**src/rtl/brk_pkg.sv**
```systemverilog
package brk_pkg;

  // data comparator access selection: bit 0 reads, bit 1 writes
  typedef enum logic [1:0] {
    ACC_OFF = 2'b00,
    ACC_RD  = 2'b01,
    ACC_WR  = 2'b10,
    ACC_RW  = 2'b11
  } acc_sel_e;

  function automatic logic acc_allowed(input acc_sel_e sel, input logic is_wr);
    logic [1:0] s;
    s = sel;
    return is_wr ? s[1] : s[0];
  endfunction

endpackage

```
**src/rtl/brk_addr_match.sv**
```systemverilog
module brk_addr_match
  import brk_pkg::*;
#(
  parameter int AW = 32
) (
  input  logic          en,
  input  logic [1:0]    sel,
  input  logic [AW-1:0] ref_addr,
  input  logic          acc_valid,
  input  logic          acc_we,
  input  logic [AW-1:0] acc_addr,
  output logic          hit
);

  always_comb begin
    hit = en && acc_valid && (acc_addr == ref_addr) &&
          acc_allowed(acc_sel_e'(sel), acc_we);
  end

endmodule

```
**src/rtl/brk_dbg_seq.sv**
```systemverilog
module brk_dbg_seq #(
  parameter int            AW      = 32,
  parameter int            SW      = 16,
  parameter int            IW      = 32,
  parameter logic [AW-1:0] MON_VEC = '0
) (
  input  logic          clk,
  input  logic          rst_n,
  input  logic          trig,
  input  logic          cfg_monitor,
  input  logic [AW-1:0] cur_pc,
  input  logic [SW-1:0] cur_status,
  input  logic          ex_valid,
  input  logic          dret,
  input  logic          dinst_we,
  input  logic [IW-1:0] dinst_data,
  output logic          dbg_mode,
  output logic          mon_mode,
  output logic          ret_guard,
  output logic [AW-1:0] ret_pc,
  output logic [SW-1:0] ret_status,
  output logic          redir_valid,
  output logic [AW-1:0] redir_pc,
  output logic          resume,
  output logic          issue_valid,
  output logic [IW-1:0] issue_data
);

  logic          mode_q, mode_d, mon_q, mon_d, guard_q, guard_d;
  logic [AW-1:0] rpc_q, rpc_d, tgt_q, tgt_d;
  logic [SW-1:0] rst_q, rst_d;
  logic          rv_q, rv_d, res_q, res_d, iv_q, iv_d;
  logic [IW-1:0] id_q, id_d;
  logic          enter, leave;

  assign enter = !mode_q && trig;
  assign leave = mode_q && dret;

  always_comb begin
    mode_d  = mode_q;
    mon_d   = mon_q;
    rpc_d   = rpc_q;
    rst_d   = rst_q;
    tgt_d   = tgt_q;
    id_d    = id_q;
    rv_d    = 1'b0;
    res_d   = 1'b0;
    iv_d    = 1'b0;
    guard_d = ex_valid ? 1'b0 : guard_q;
    if (enter) begin
      mode_d = 1'b1;
      mon_d  = cfg_monitor;
      rpc_d  = cur_pc;
      rst_d  = cur_status;
      if (cfg_monitor) begin
        rv_d  = 1'b1;
        tgt_d = MON_VEC;
      end
    end else if (leave) begin
      mode_d  = 1'b0;
      rv_d    = 1'b1;
      tgt_d   = rpc_q;
      res_d   = 1'b1;
      guard_d = 1'b1;
    end else if (mode_q && !mon_q && dinst_we) begin
      iv_d = 1'b1;
      id_d = dinst_data;
    end
  end

  always_ff @(posedge clk or negedge rst_n) begin
    if (!rst_n) begin
      mode_q  <= 1'b0;
      mon_q   <= 1'b0;
      guard_q <= 1'b0;
      rpc_q   <= '0;
      rst_q   <= '0;
      tgt_q   <= '0;
      rv_q    <= 1'b0;
      res_q   <= 1'b0;
      iv_q    <= 1'b0;
      id_q    <= '0;
    end else begin
      mode_q  <= mode_d;
      mon_q   <= mon_d;
      guard_q <= guard_d;
      rpc_q   <= rpc_d;
      rst_q   <= rst_d;
      tgt_q   <= tgt_d;
      rv_q    <= rv_d;
      res_q   <= res_d;
      iv_q    <= iv_d;
      id_q    <= id_d;
    end
  end

  assign dbg_mode    = mode_q;
  assign mon_mode    = mon_q;
  assign ret_guard   = guard_q;
  assign ret_pc      = rpc_q;
  assign ret_status  = rst_q;
  assign redir_valid = rv_q;
  assign redir_pc    = tgt_q;
  assign resume      = res_q;
  assign issue_valid = iv_q;
  assign issue_data  = id_q;

  assert_entry_saves_R2: assert property (@(posedge clk) disable iff (!rst_n)
    (trig && !mode_q) |=> (mode_q && rpc_q == $past(cur_pc) && rst_q == $past(cur_status)));

  assert_monitor_vector_R9: assert property (@(posedge clk) disable iff (!rst_n)
    (trig && !mode_q && cfg_monitor) |=> (rv_q && tgt_q == MON_VEC && !iv_q));

  assert_return_R10: assert property (@(posedge clk) disable iff (!rst_n)
    (dret && mode_q) |=> (!mode_q && rv_q && res_q && tgt_q == $past(rpc_q)));

  assert_frozen_in_debug_R12: assert property (@(posedge clk) disable iff (!rst_n)
    (mode_q && !dret) |=> (mode_q && $stable(rpc_q) && $stable(rst_q)));

  assert_issue_only_ocd_R8: assert property (@(posedge clk) disable iff (!rst_n)
    iv_q |-> (mode_q && !mon_q && !rv_q));

endmodule

```
**src/rtl/brk_halt_ctl.sv**
```systemverilog
module brk_halt_ctl #(
  parameter int            AW      = 32,
  parameter int            SW      = 16,
  parameter int            IW      = 32,
  parameter int            NPC     = 2,
  parameter int            NDA     = 2,
  parameter int            D_BIT   = 5,
  parameter logic [AW-1:0] MON_VEC = 32'h0000_0100
) (
  input  logic                 clk,
  input  logic                 rst_n,
  input  logic                 cfg_monitor,
  input  logic                 halt_req,
  input  logic [NPC-1:0]       pc_cmp_en,
  input  logic [NPC*AW-1:0]    pc_cmp_addr,
  input  logic [NDA-1:0]       da_cmp_en,
  input  logic [2*NDA-1:0]     da_cmp_sel,
  input  logic [NDA*AW-1:0]    da_cmp_addr,
  input  logic [NPC+NDA-1:0]   hit_clr,
  input  logic [AW-1:0]        cpu_pc,
  input  logic [SW-1:0]        cpu_status,
  input  logic                 ex_valid,
  input  logic                 ex_swbrk,
  input  logic                 mem_valid,
  input  logic                 mem_we,
  input  logic [AW-1:0]        mem_addr,
  input  logic                 dinst_we,
  input  logic [IW-1:0]        dinst_data,
  input  logic                 dret,
  output logic                 dbg_mode,
  output logic [SW-1:0]        status_out,
  output logic [AW-1:0]        ret_pc,
  output logic [SW-1:0]        ret_status,
  output logic                 fetch_hold,
  output logic                 redir_valid,
  output logic [AW-1:0]        redir_pc,
  output logic                 resume,
  output logic                 issue_valid,
  output logic [IW-1:0]        issue_data,
  output logic [NPC+NDA-1:0]   hits,
  output logic [AW-1:0]        dbg_pc
);

  localparam int NHIT = NPC + NDA;

  logic [NPC-1:0]  pc_hit_raw, pc_hit;
  logic [NDA-1:0]  da_hit;
  logic            guard, mon_mode, ret_mask, sw_hit, trig;
  logic [NHIT-1:0] hits_q, hits_d, hit_set;
  logic [AW-1:0]   pc_live_q;

  for (genvar i = 0; i < NPC; i++) begin : g_pc_cmp
    brk_addr_match #(.AW(AW)) u_cmp (
      .en        (pc_cmp_en[i]),
      .sel       (2'b11),
      .ref_addr  (pc_cmp_addr[i*AW +: AW]),
      .acc_valid (ex_valid),
      .acc_we    (1'b0),
      .acc_addr  (cpu_pc),
      .hit       (pc_hit_raw[i])
    );
  end

  for (genvar j = 0; j < NDA; j++) begin : g_da_cmp
    brk_addr_match #(.AW(AW)) u_cmp (
      .en        (da_cmp_en[j]),
      .sel       (da_cmp_sel[2*j +: 2]),
      .ref_addr  (da_cmp_addr[j*AW +: AW]),
      .acc_valid (mem_valid),
      .acc_we    (mem_we),
      .acc_addr  (mem_addr),
      .hit       (da_hit[j])
    );
  end

  // first instruction back at the return address may not re-trigger
  always_comb begin
    ret_mask = guard && ex_valid && (cpu_pc == ret_pc);
    pc_hit   = ret_mask ? '0 : pc_hit_raw;
    sw_hit   = ex_valid && ex_swbrk && !ret_mask;
    trig     = !dbg_mode && (halt_req || (|pc_hit) || (|da_hit) || sw_hit);
    hit_set  = trig ? {da_hit, pc_hit} : '0;
    hits_d   = (hits_q & ~hit_clr) | hit_set;
  end

  always_ff @(posedge clk or negedge rst_n) begin
    if (!rst_n) begin
      hits_q    <= '0;
      pc_live_q <= '0;
    end else begin
      hits_q    <= hits_d;
      pc_live_q <= cpu_pc;
    end
  end

  brk_dbg_seq #(.AW(AW), .SW(SW), .IW(IW), .MON_VEC(MON_VEC)) u_seq (
    .clk         (clk),
    .rst_n       (rst_n),
    .trig        (trig),
    .cfg_monitor (cfg_monitor),
    .cur_pc      (cpu_pc),
    .cur_status  (cpu_status),
    .ex_valid    (ex_valid),
    .dret        (dret),
    .dinst_we    (dinst_we),
    .dinst_data  (dinst_data),
    .dbg_mode    (dbg_mode),
    .mon_mode    (mon_mode),
    .ret_guard   (guard),
    .ret_pc      (ret_pc),
    .ret_status  (ret_status),
    .redir_valid (redir_valid),
    .redir_pc    (redir_pc),
    .resume      (resume),
    .issue_valid (issue_valid),
    .issue_data  (issue_data)
  );

  always_comb begin
    status_out = cpu_status;
    if (dbg_mode) begin
      status_out        = ret_status;
      status_out[D_BIT] = 1'b1;
    end
  end

  assign fetch_hold = dbg_mode && !mon_mode;
  assign hits       = hits_q;
  assign dbg_pc     = pc_live_q;

  assert_no_new_hits_R12: assert property (@(posedge clk) disable iff (!rst_n)
    dbg_mode |=> ((hits_q & ~$past(hits_q)) == '0));

  assert_clear_R13: assert property (@(posedge clk) disable iff (!rst_n)
    dbg_mode |=> ((hits_q & $past(hit_clr)) == '0));

  assert_live_pc_R14: assert property (@(posedge clk) disable iff (!rst_n)
    1'b1 |=> (dbg_pc == $past(cpu_pc)));

  assert_status_flag_R7: assert property (@(posedge clk) disable iff (!rst_n)
    dbg_mode |-> status_out[D_BIT]);

endmodule

```
**config.mk**
```make
export PLATFORM = sky130hd
export DESIGN_NAME = brk_halt_ctl
export DESIGN_NICKNAME = d
export VERILOG_FILES = /design/src/rtl/brk_pkg.sv /design/src/rtl/brk_addr_match.sv /design/src/rtl/brk_dbg_seq.sv /design/src/rtl/brk_halt_ctl.sv
export SDC_FILE = /design/constraint.sdc
export NUM_CORES = 1
export LEC_CHECK = 0
export ABC_CLOCK_PERIOD_IN_PS = 6900
export BUFFER_PORTS_ARGS = -buffer_cell sky130_fd_sc_hd__buf_2
export CAP_MARGIN = 0
export CORE_AREA = 2 2 169 171
export DETAILED_ROUTE_END_ITERATION = 7
export DIE_AREA = 0 0 171 173
export MAX_ROUTING_LAYER = met4
export PLACE_DENSITY = 0.56
export SETUP_SLACK_MARGIN = 0.05
export SLEW_MARGIN = 20
export SYNTH_ARGS = -nofsm -noshare
export SYNTH_HDL_FRONTEND = slang
export SYNTH_SLANG_ARGS = --single-unit
```
**constraint.sdc**
```tcl
create_clock -name clk -period 6.9 [get_ports clk]
set_input_delay 2.07 -clock clk [delete_from_list [all_inputs] [get_ports clk]]
set_output_delay 2.07 -clock clk [all_outputs]
set_load 0.05 [all_outputs]
```
After elaboration in Yosys (flattened, before gate mapping) --
Index checks and enable logic that the tools add are counted.
Cells by class: equality and inequality tests 6, mux-type cells 20, bitwise gates (word level) 5, reductions and logical operators 30
Operators with widths (count):
- 32-bit equality test | 5
- 32-bit 2-to-1 mux | 3
- 1-bit logical AND | 19
- 16-bit 2-to-1 mux | 1
- 1-bit 2-to-1 mux | 14
- 4-bit bitwise AND | 1
- 4-bit 2-to-1 mux | 1
- 4-bit NOT | 1
- 4-bit OR | 1
- 2-bit OR reduction | 2
- 1-bit zero test | 3
- 1-bit logical OR | 3
- 3-bit AND reduction | 1
- 2-bit 2-to-1 mux | 1
- 2-bit != test (second input constant) | 1
- 1-bit NOT | 2
- 2-bit AND reduction | 1
- 2-bit nonzero test | 1
Storage, ports and cells: flip-flop bits (word level) 154, output and inout port bits 169

Longest topological paths before layout --
Gate-level depths: netlist of run 1.
depth in word-level cells 11, mapped depth 9, gate-level depth less buffers 7

Modules after synthesis --
From an unflattened synthesis of run 1, not the netlist that was laid out.
Unflattened totals: cells, all modules 591, area, all modules 7886.3 um2
By module, submodules not included:
- brk_dbg_seq | times used 1, cells an instance 295, area an instance 4848.4 um2
- brk_halt_ctl | times used 1, cells an instance 116, area an instance 1551.5 um2
- brk_addr_match | times used 4, cells an instance 45, area an instance 371.6 um2

Least setup slack after synthesis of run 1 --
OpenSTA, ideal clock, no wires.
path kind input to output, start input cpu_status[5], end output status_out[5], data arrival time 2462 ps, data required time 4830 ps, setup slack 2368 ps, stages on the path 1, path through or2_2
On the way: longest elaborated chain between the ends 1
Ends and longest elaborated chain:
- from (decl) | RTL line brk_halt_ctl.sv:21 | input logic [SW-1:0] cpu_status,
- 16-bit 2-to-1 mux | RTL line brk_halt_ctl.sv:121 | if (dbg_mode) begin
- to (decl) | RTL line brk_halt_ctl.sv:31 | output logic [SW-1:0] status_out,
Every way passes these cells.

Final worst setup path of run 1 --
start input cpu_pc[29], end register u_seq.rpc_q[12], in the netlist u_seq.ret_pc[12]
On the way: longest elaborated chain between the ends 9, elaborated cells on any way between the ends 15
Ends and longest elaborated chain:
- from (decl) | RTL line brk_halt_ctl.sv:20 | input logic [AW-1:0] cpu_pc,
- 32-bit equality test (on tied branches) | RTL line brk_addr_match.sv:16, brk_halt_ctl.sv:78
- 1-bit logical AND (on tied branches) | RTL line brk_addr_match.sv:16, brk_halt_ctl.sv:78
- 2-bit 2-to-1 mux | RTL line brk_halt_ctl.sv:79 | pc_hit = ret_mask ? '0 : pc_hit_raw;
- 2-bit OR reduction | RTL line brk_halt_ctl.sv:81 | trig = !dbg_mode && (halt_req || (|pc_hit) || (|da_hit) || sw_hit);
- 1-bit logical OR (2 in series) | RTL line brk_halt_ctl.sv:81
- 1-bit logical OR (*) | RTL line brk_halt_ctl.sv:81
- 1-bit logical AND (*) | RTL line brk_halt_ctl.sv:81
- 1-bit logical AND (*) | RTL line brk_dbg_seq.sv:36 | assign enter = !mode_q && trig;
- to (signal assigned) | RTL line brk_dbg_seq.sv:87 | rpc_q <= rpc_d;
- to (decl) | RTL line brk_dbg_seq.sv:30 | logic [AW-1:0] rpc_q, rpc_d, tgt_q, tgt_d;
Every way passes the cells marked *; elsewhere a longest branch is shown, timed or not. A chain may end at the register's enable or synchronous reset.

==> results.sh, run 1 <==
export IMPL_synth_top_family_by_area="multiplexers"
export IMPL_grt_usage_pct=19.4
export IMPL_dieHeight_um=173
export IMPL_outcome="completed"
export IMPL_port_buffers=430
export IMPL_yosys_area_share_adder_pct=0
export IMPL_powerDensity_mw_per_mm2=391
export IMPL_place_congestion=0.903
export IMPL_cts_buffers=17
export IMPL_overflow=0
export IMPL_fin_cells=1414
export IMPL_nets=1284
export IMPL_yosysUniqueCellTypes=38
export IMPL_crit_arrival_ns=5.10
export IMPL_coreArea_mm2=0.0276
export IMPL_timing_final_crit_share_pct=69.6
export IMPL_finalCriticalPeriod_ns=4.80
export IMPL_cts_tree="built"
export IMPL_hold_path_class="flop to flop"
export IMPL_hold_ws_ns=0.501
export IMPL_ys_warn_count=0
export IMPL_clk_pin_slew_worst_paths_ns=0.06
export IMPL_required_ns=7.20
export IMPL_critPathKind="input pin to flop"
export IMPL_insertion_delay_ns=0.43
export IMPL_tightestPinTransition_ns=0.961
export IMPL_synth_seq_cells=154
export IMPL_syn_avg_cell_area_um2=12.9
export IMPL_synthToLayoutAreaGrowth_pct=43.2
export IMPL_fmax_mhz=208
export IMPL_ys_seq_area_share_pct=51.0
export IMPL_switching_share_pct=45.0
export IMPL_setup_viol=0
export IMPL_p_leak_nw=5.32
export IMPL_final_cell_mix="buf_2 (429), dfrtp_1 (154), xnor2_1 (90)"
export IMPL_crit_path_end_kind="flop"
export IMPL_grt_setup_unrepaired="false"
export IMPL_pwr_share_seq_pct=30.9
export IMPL_cts_hold_buf=0
export IMPL_grt_max_degree=67
export IMPL_ioPinCount=431
export IMPL_final_common_cell="buf_2"
export IMPL_grt_pass1_vias=6806
export IMPL_worst_path_max_fanout=32
export IMPL_setup_tns_ns=0
export IMPL_die_area_mm2=0.0296
export IMPL_cts_resized=0
export IMPL_vias_per_cell=4.54
export IMPL_antenna_found_initial=2
export IMPL_final_area_mm2=0.0108
export IMPL_htree_levels=4
export IMPL_synthSimpleGateAreaFrac_pct=5.40
export IMPL_dpl_instance_area_mm2=0.0102
export IMPL_drc=0
export IMPL_maxCapViolCount=0
export IMPL_synth_top_area_cell="dfrtp_1"
export IMPL_antenna_left=0
export IMPL_grt_pass1_wl_mm=40.9
export IMPL_synth_area_leaders="dfrtp_1 (51%), mux2_2 (11%), xnor2_1 (10%)"
export IMPL_synth_xor_area_share_pct=18.1
export IMPL_clock_root_buffer="clkbuf_16"
export IMPL_wl_per_cell_um=19.8
export IMPL_dp_cells=1381
export IMPL_p_clk_share_pct=24.9
export IMPL_drive_above_1_share_pct=54.9
export IMPL_syn_area_mm2=0.00756
export IMPL_drt_iter0_drc=309
export IMPL_syn_instance_count=588
export IMPL_ir_drop_v=0.000169
export IMPL_pwr_share_comb_pct=44.2
export IMPL_initial_core_util_pct=27.4
export IMPL_synth_nets=850
export IMPL_dp_hpwl_mm=22.6
export IMPL_cts_setup_buffers=0
export IMPL_core_rowCount=61
export IMPL_synth_top_area_share_pct=51.0
export IMPL_max_slew_margin_pct=35.9
export IMPL_synth_compound_area_share_pct=3.96
export IMPL_numClockSinks=154
export IMPL_postLayoutCoreUtil_pct=39.2
export IMPL_p_sw_mw=1.91
export IMPL_p_int_mw=2.33
export IMPL_hold_violations=0
export IMPL_slew_viol_final=0
export IMPL_first_pass_iters=5
export IMPL_synthMuxAreaShare_pct=19.5
export IMPL_routed_wl_mm=28.1
export IMPL_dr_total_vias=6414
export IMPL_cts_buffer_depth=2
export IMPL_crit_path_start_kind="input pin"
export IMPL_fin_worst_skew_ns=0.0143
export IMPL_die_width_um=171
worst paths after layout:
kind                                          start             endpoint  slack, ns  cells after the start
worst max-delay path                     cpu_pc[29]     u_seq.ret_pc[12]       2.10                      9
worst min-delay path            u_seq.ret_status[5]  u_seq.ret_status[5]       0.50                      1
worst max register to register      u_seq.ret_pc[2]     u_seq.ret_pc[12]       3.44                      8
worst min register to register  u_seq.ret_status[5]  u_seq.ret_status[5]       0.50                      1
max in group asynchronous                     rst_n            dbg_pc[0]       4.18                      2
min in group asynchronous                     rst_n           dbg_pc[21]       1.51                      1
layer usage:
metal	track usage (%)	routed length, um	vias up
met5	-	0	-
met4	8.33	995	0
met1	22.2	11200	3123
met3	3.52	1640	45
li1	-	-	2949
met2	33.0	14300	297
sequential cells by signal, summed over array words and instances, names as in the netlist, 4 cells and up:
signal	count
u_seq.issue_data	32
dbg_pc	32
u_seq.redir_pc	32
u_seq.ret_status	16
hits	4
u_seq.ret_pc	32
cell type report:
cell class / instances / area (um2)
fill: 2810 / 16800
sequential: 154 / 3850
multi-input combinational: 401 / 3570
timing repair buffer: 436 / 2220
tap: 378 / 473
clock buffer: 19 / 443
clock inverter: 12 / 213
inverter: 12 / 45.0
antenna: 2 / 5.00
cells in the mapped netlist, drive strengths merged:
library cell,count
dfrtp,154
mux2,96
xnor2,90
xor2,66
mux2i,32
a21oi,31
nand4,20
nor4,19
buf,12
inv,12
clkbuf,9
nand3,8
nand2,5
and3,3
nor2,3
nor3,3
o21ai,3
o22ai,3
or4,3
a2111o,1
a21o,1
a221o,1
a222oi,1
a22o,1
a311oi,1
a32o,1
a32oi,1
nand3b,1
nor2b,1
nor4b,1
o2111ai,1
o211ai,1
o221a,1
or2,1
or3b,1
kinds of logic (layout without fill, tap and decap cells):
family,count (synthesis),after routing
buffers and inverters,33,479
AO/OA/AOI/OAI,48,48
flip-flops,154,154
XOR/XNOR,156,156
AND/OR/NAND/NOR,69,69
multiplexers,128,128
other,0,2
per-stage QoR:
step	total power, mW	setup WS (ns)
after floorplan	2.65	2.37
after global placement	3.20	1.75
after detailed placement	3.21	1.65
after CTS	4.28	2.09
after global routing	4.43	1.88
final	4.23	2.10
power groups by stage:
| stage | clock (mW) | sequential (mW) | combinational [mW] |
|---|---|---|---|
| floorplan | 0 | 2.13 | 0.515 |
| global placement | 0 | 1.32 | 1.88 |
| detailed placement | 0 | 1.33 | 1.89 |
| CTS | 1.08 | 1.31 | 1.89 |
| global route | 1.13 | 1.35 | 1.96 |
| finish | 1.05 | 1.31 | 1.87 |
critical path, stage by stage:
cell,delay (ns)
buf_2,0.21
xnor2_1,0.15
nand2_1,0.08
a2111o_1,0.28
nor4_1,0.40
nand3_1,0.30
a32oi_4,0.89
buf_12,0.31
mux2_2,0.37
(Power assumes the default switching activity.)
==> inputs of run 2 (changes only) <==
--- a/config.mk
+++ b/config.mk
@@ -5,14 +5,14 @@
 export SDC_FILE = /design/constraint.sdc
 export NUM_CORES = 1
 export LEC_CHECK = 0
-export ABC_CLOCK_PERIOD_IN_PS = 6900
+export ABC_CLOCK_PERIOD_IN_PS = 4000
 export BUFFER_PORTS_ARGS = -buffer_cell sky130_fd_sc_hd__buf_2
 export CAP_MARGIN = 0
 export CORE_AREA = 2 2 169 171
 export DETAILED_ROUTE_END_ITERATION = 7
 export DIE_AREA = 0 0 171 173
 export MAX_ROUTING_LAYER = met4
-export PLACE_DENSITY = 0.56
+export PLACE_DENSITY = 0.58
 export SETUP_SLACK_MARGIN = 0.05
 export SLEW_MARGIN = 20
 export SYNTH_ARGS = -nofsm -noshare
==> constraint.sdc (replaced) <==
create_clock -name clk -period 4 [get_ports clk]
set_input_delay 1.2 -clock clk [delete_from_list [all_inputs] [get_ports clk]]
set_output_delay 1.2 -clock clk [all_outputs]
set_load 0.05 [all_outputs]
==> run 2 against run 1 <==
- sequential cell count unchanged
- global-route usage increased by 0.17 points
- wire length decreased by 0.16%
- register-to-register slack got worse by 2.3 ns
- final area about the same
==> results.sh, run 2 (synthesized netlist as in run 1, its figures left out) <==
export IMPL_antenna_found_initial=4
export IMPL_dp_cells=1387
export IMPL_p_total_mw=7.12
export IMPL_tightestPinTransition_ns=0.803
export IMPL_critical_path_top_delay_family="simple AND/OR/NAND/NOR gates"
export IMPL_numClockSinks=154
export IMPL_hold_violations=0
export IMPL_p_sw_mw=3.35
export IMPL_grt_max_degree=62
export IMPL_fin_worst_skew_ns=0.0151
export IMPL_drive_above_1_share_pct=55.4
export IMPL_p_int_mw=3.77
export IMPL_fmax_mhz=302
export IMPL_antenna_left=0
export IMPL_p_leak_nw=5.33
export IMPL_critPathLaunch="mem_addr[22]"
export IMPL_hold_ws_ns=0.501
export IMPL_hp_start="u_seq.issue_data[17]"
export IMPL_die_width_um=171
export IMPL_ioPinCount=431
export IMPL_clock_root_buffer="clkbuf_16"
export IMPL_synthToLayoutAreaGrowth_pct=43.2
export IMPL_powerDensity_mw_per_mm2=658
export IMPL_fin_cells=1423
export IMPL_outcome="completed"
export IMPL_cts_hold_buf=0
export IMPL_worst_path_max_fanout=15
export IMPL_timing_final_crit_share_pct=82.7
export IMPL_cts_tree="built"
export IMPL_first_pass_iters=4
export IMPL_postLayoutCoreUtil_pct=39.2
export IMPL_maxCapViolCount=0
export IMPL_coreArea_mm2=0.0276
export IMPL_switching_share_pct=47.0
export IMPL_required_ns=4.31
export IMPL_grt_usage_pct=19.5
export IMPL_ir_drop_v=0.000311
export IMPL_grt_pass1_wl_mm=41.4
export IMPL_pwr_share_seq_pct=31.8
export IMPL_overflow=0
export IMPL_crit_path_start_kind="input pin"
export IMPL_cts_setup_buffers=0
export IMPL_initial_core_util_pct=27.4
export IMPL_setup_viol=0
export IMPL_nets=1290
export IMPL_max_slew_margin_pct=46.4
export IMPL_die_area_mm2=0.0296
export IMPL_hold_path_class="flop to flop"
export IMPL_crit_chain="buf_2 -> xnor2_1 -> nand4_1 -> or4_1 -> or4_1 -> or3b_2 -> a32oi_4 -> buf_4 -> mux2_4"
export IMPL_vias_per_cell=4.49
export IMPL_insertion_delay_ns=0.43
export IMPL_drc=0
export IMPL_place_congestion=0.960
export IMPL_final_common_cell="buf_2"
export IMPL_finalCriticalPeriod_ns=3.31
export IMPL_grt_setup_unrepaired="false"
export IMPL_wl_per_cell_um=19.7
export IMPL_dr_total_vias=6384
export IMPL_htree_levels=4
export IMPL_critPathKind="input pin to flop"
export IMPL_slowest_stage="or4_1"
export IMPL_cts_buffer_depth=2
export IMPL_grt_pass1_vias=6851
export IMPL_crit_path_end_kind="flop"
export IMPL_p_clk_share_pct=22.9
export IMPL_port_buffers=430
export IMPL_dieHeight_um=173
export IMPL_routed_wl_mm=28.0
export IMPL_cts_buffers=17
export IMPL_crit_arrival_ns=3.61
export IMPL_drt_iter0_drc=288
export IMPL_dp_hpwl_mm=22.5
export IMPL_cts_resized=0
export IMPL_core_rowCount=61
export IMPL_clk_pin_slew_worst_paths_ns=0.06
export IMPL_cpMostUsedCell="or4_1"
export IMPL_pwr_share_comb_pct=45.3
export IMPL_slew_viol_final=0
export IMPL_path_buf_inv=2
export IMPL_final_cell_mix="buf_2 (429), dfrtp_1 (154), xnor2_1 (90)"
export IMPL_reg2reg_from="u_seq.ret_pc[2]"
export IMPL_slowest_delay_ns=0.49
export IMPL_setup_tns_ns=0
-- run 2: cell type report --
type	instances	area, um2
fillers	2803	16800
well taps	378	473
clock inverters	15	155
clock buffers	17	425
diodes	4	10.0
repair buffers	442	2290
inverters	12	45.0
flip-flops and latches	154	3850
multi-input cells	401	3570
-- run 2: power by group through the flow --
stage	clock network (mW)	logic, mW	registers (mW)
after floorplan	0	0.888	3.68
after global placement	0	3.24	2.28
after detailed placement	0	3.25	2.29
after CTS	1.68	3.26	2.27
after global routing	1.75	3.38	2.33
final	1.63	3.23	2.26
-- run 2: worst register-to-register path, delay by kind of cell (launching register included) --
kind            cells  cell delay, ns
xor+xnor            1            0.16
buf+inv             1            0.33
flops               1            0.51
simple gates        3            0.71
mux                 1            0.38
compound gates      2            0.62
-- run 2: final timing paths --
check	slack, ns	to	cells past startpoint
worst min register to register	0.50	u_seq.issue_data[17]	1
worst min-delay path	0.50	u_seq.issue_data[17]	1
worst max-delay path	0.69	u_seq.ret_status[8]	9
max in group asynchronous	2.35	u_seq.ret_status[11]	2
worst max register to register	1.18	u_seq.ret_status[15]	8
min in group asynchronous	0.74	dbg_pc[13]	1
-- run 2: metrics by stage --
step | cell area, um2 | worst slack [ns]
final | 10800 | 0.693
after global routing | 10800 | 0.575
after CTS | 10800 | 0.699
after detailed placement | 10200 | 0.241
after global placement | 10200 | 0.273
after floorplan | 7560 | 0.574
-- run 2: layer usage --
metal  global-route usage, %  routed length, um  vias to the layer above  share of wire, %
li1                        -                  -                     2949                 -
met1                    21.9              11000                     3111                39
met2                    33.8              14500                      276                52
met3                    3.59               1470                       48               5.2
met4                    8.47               1010                        0               3.6
met5                       -                  0                        -                 0
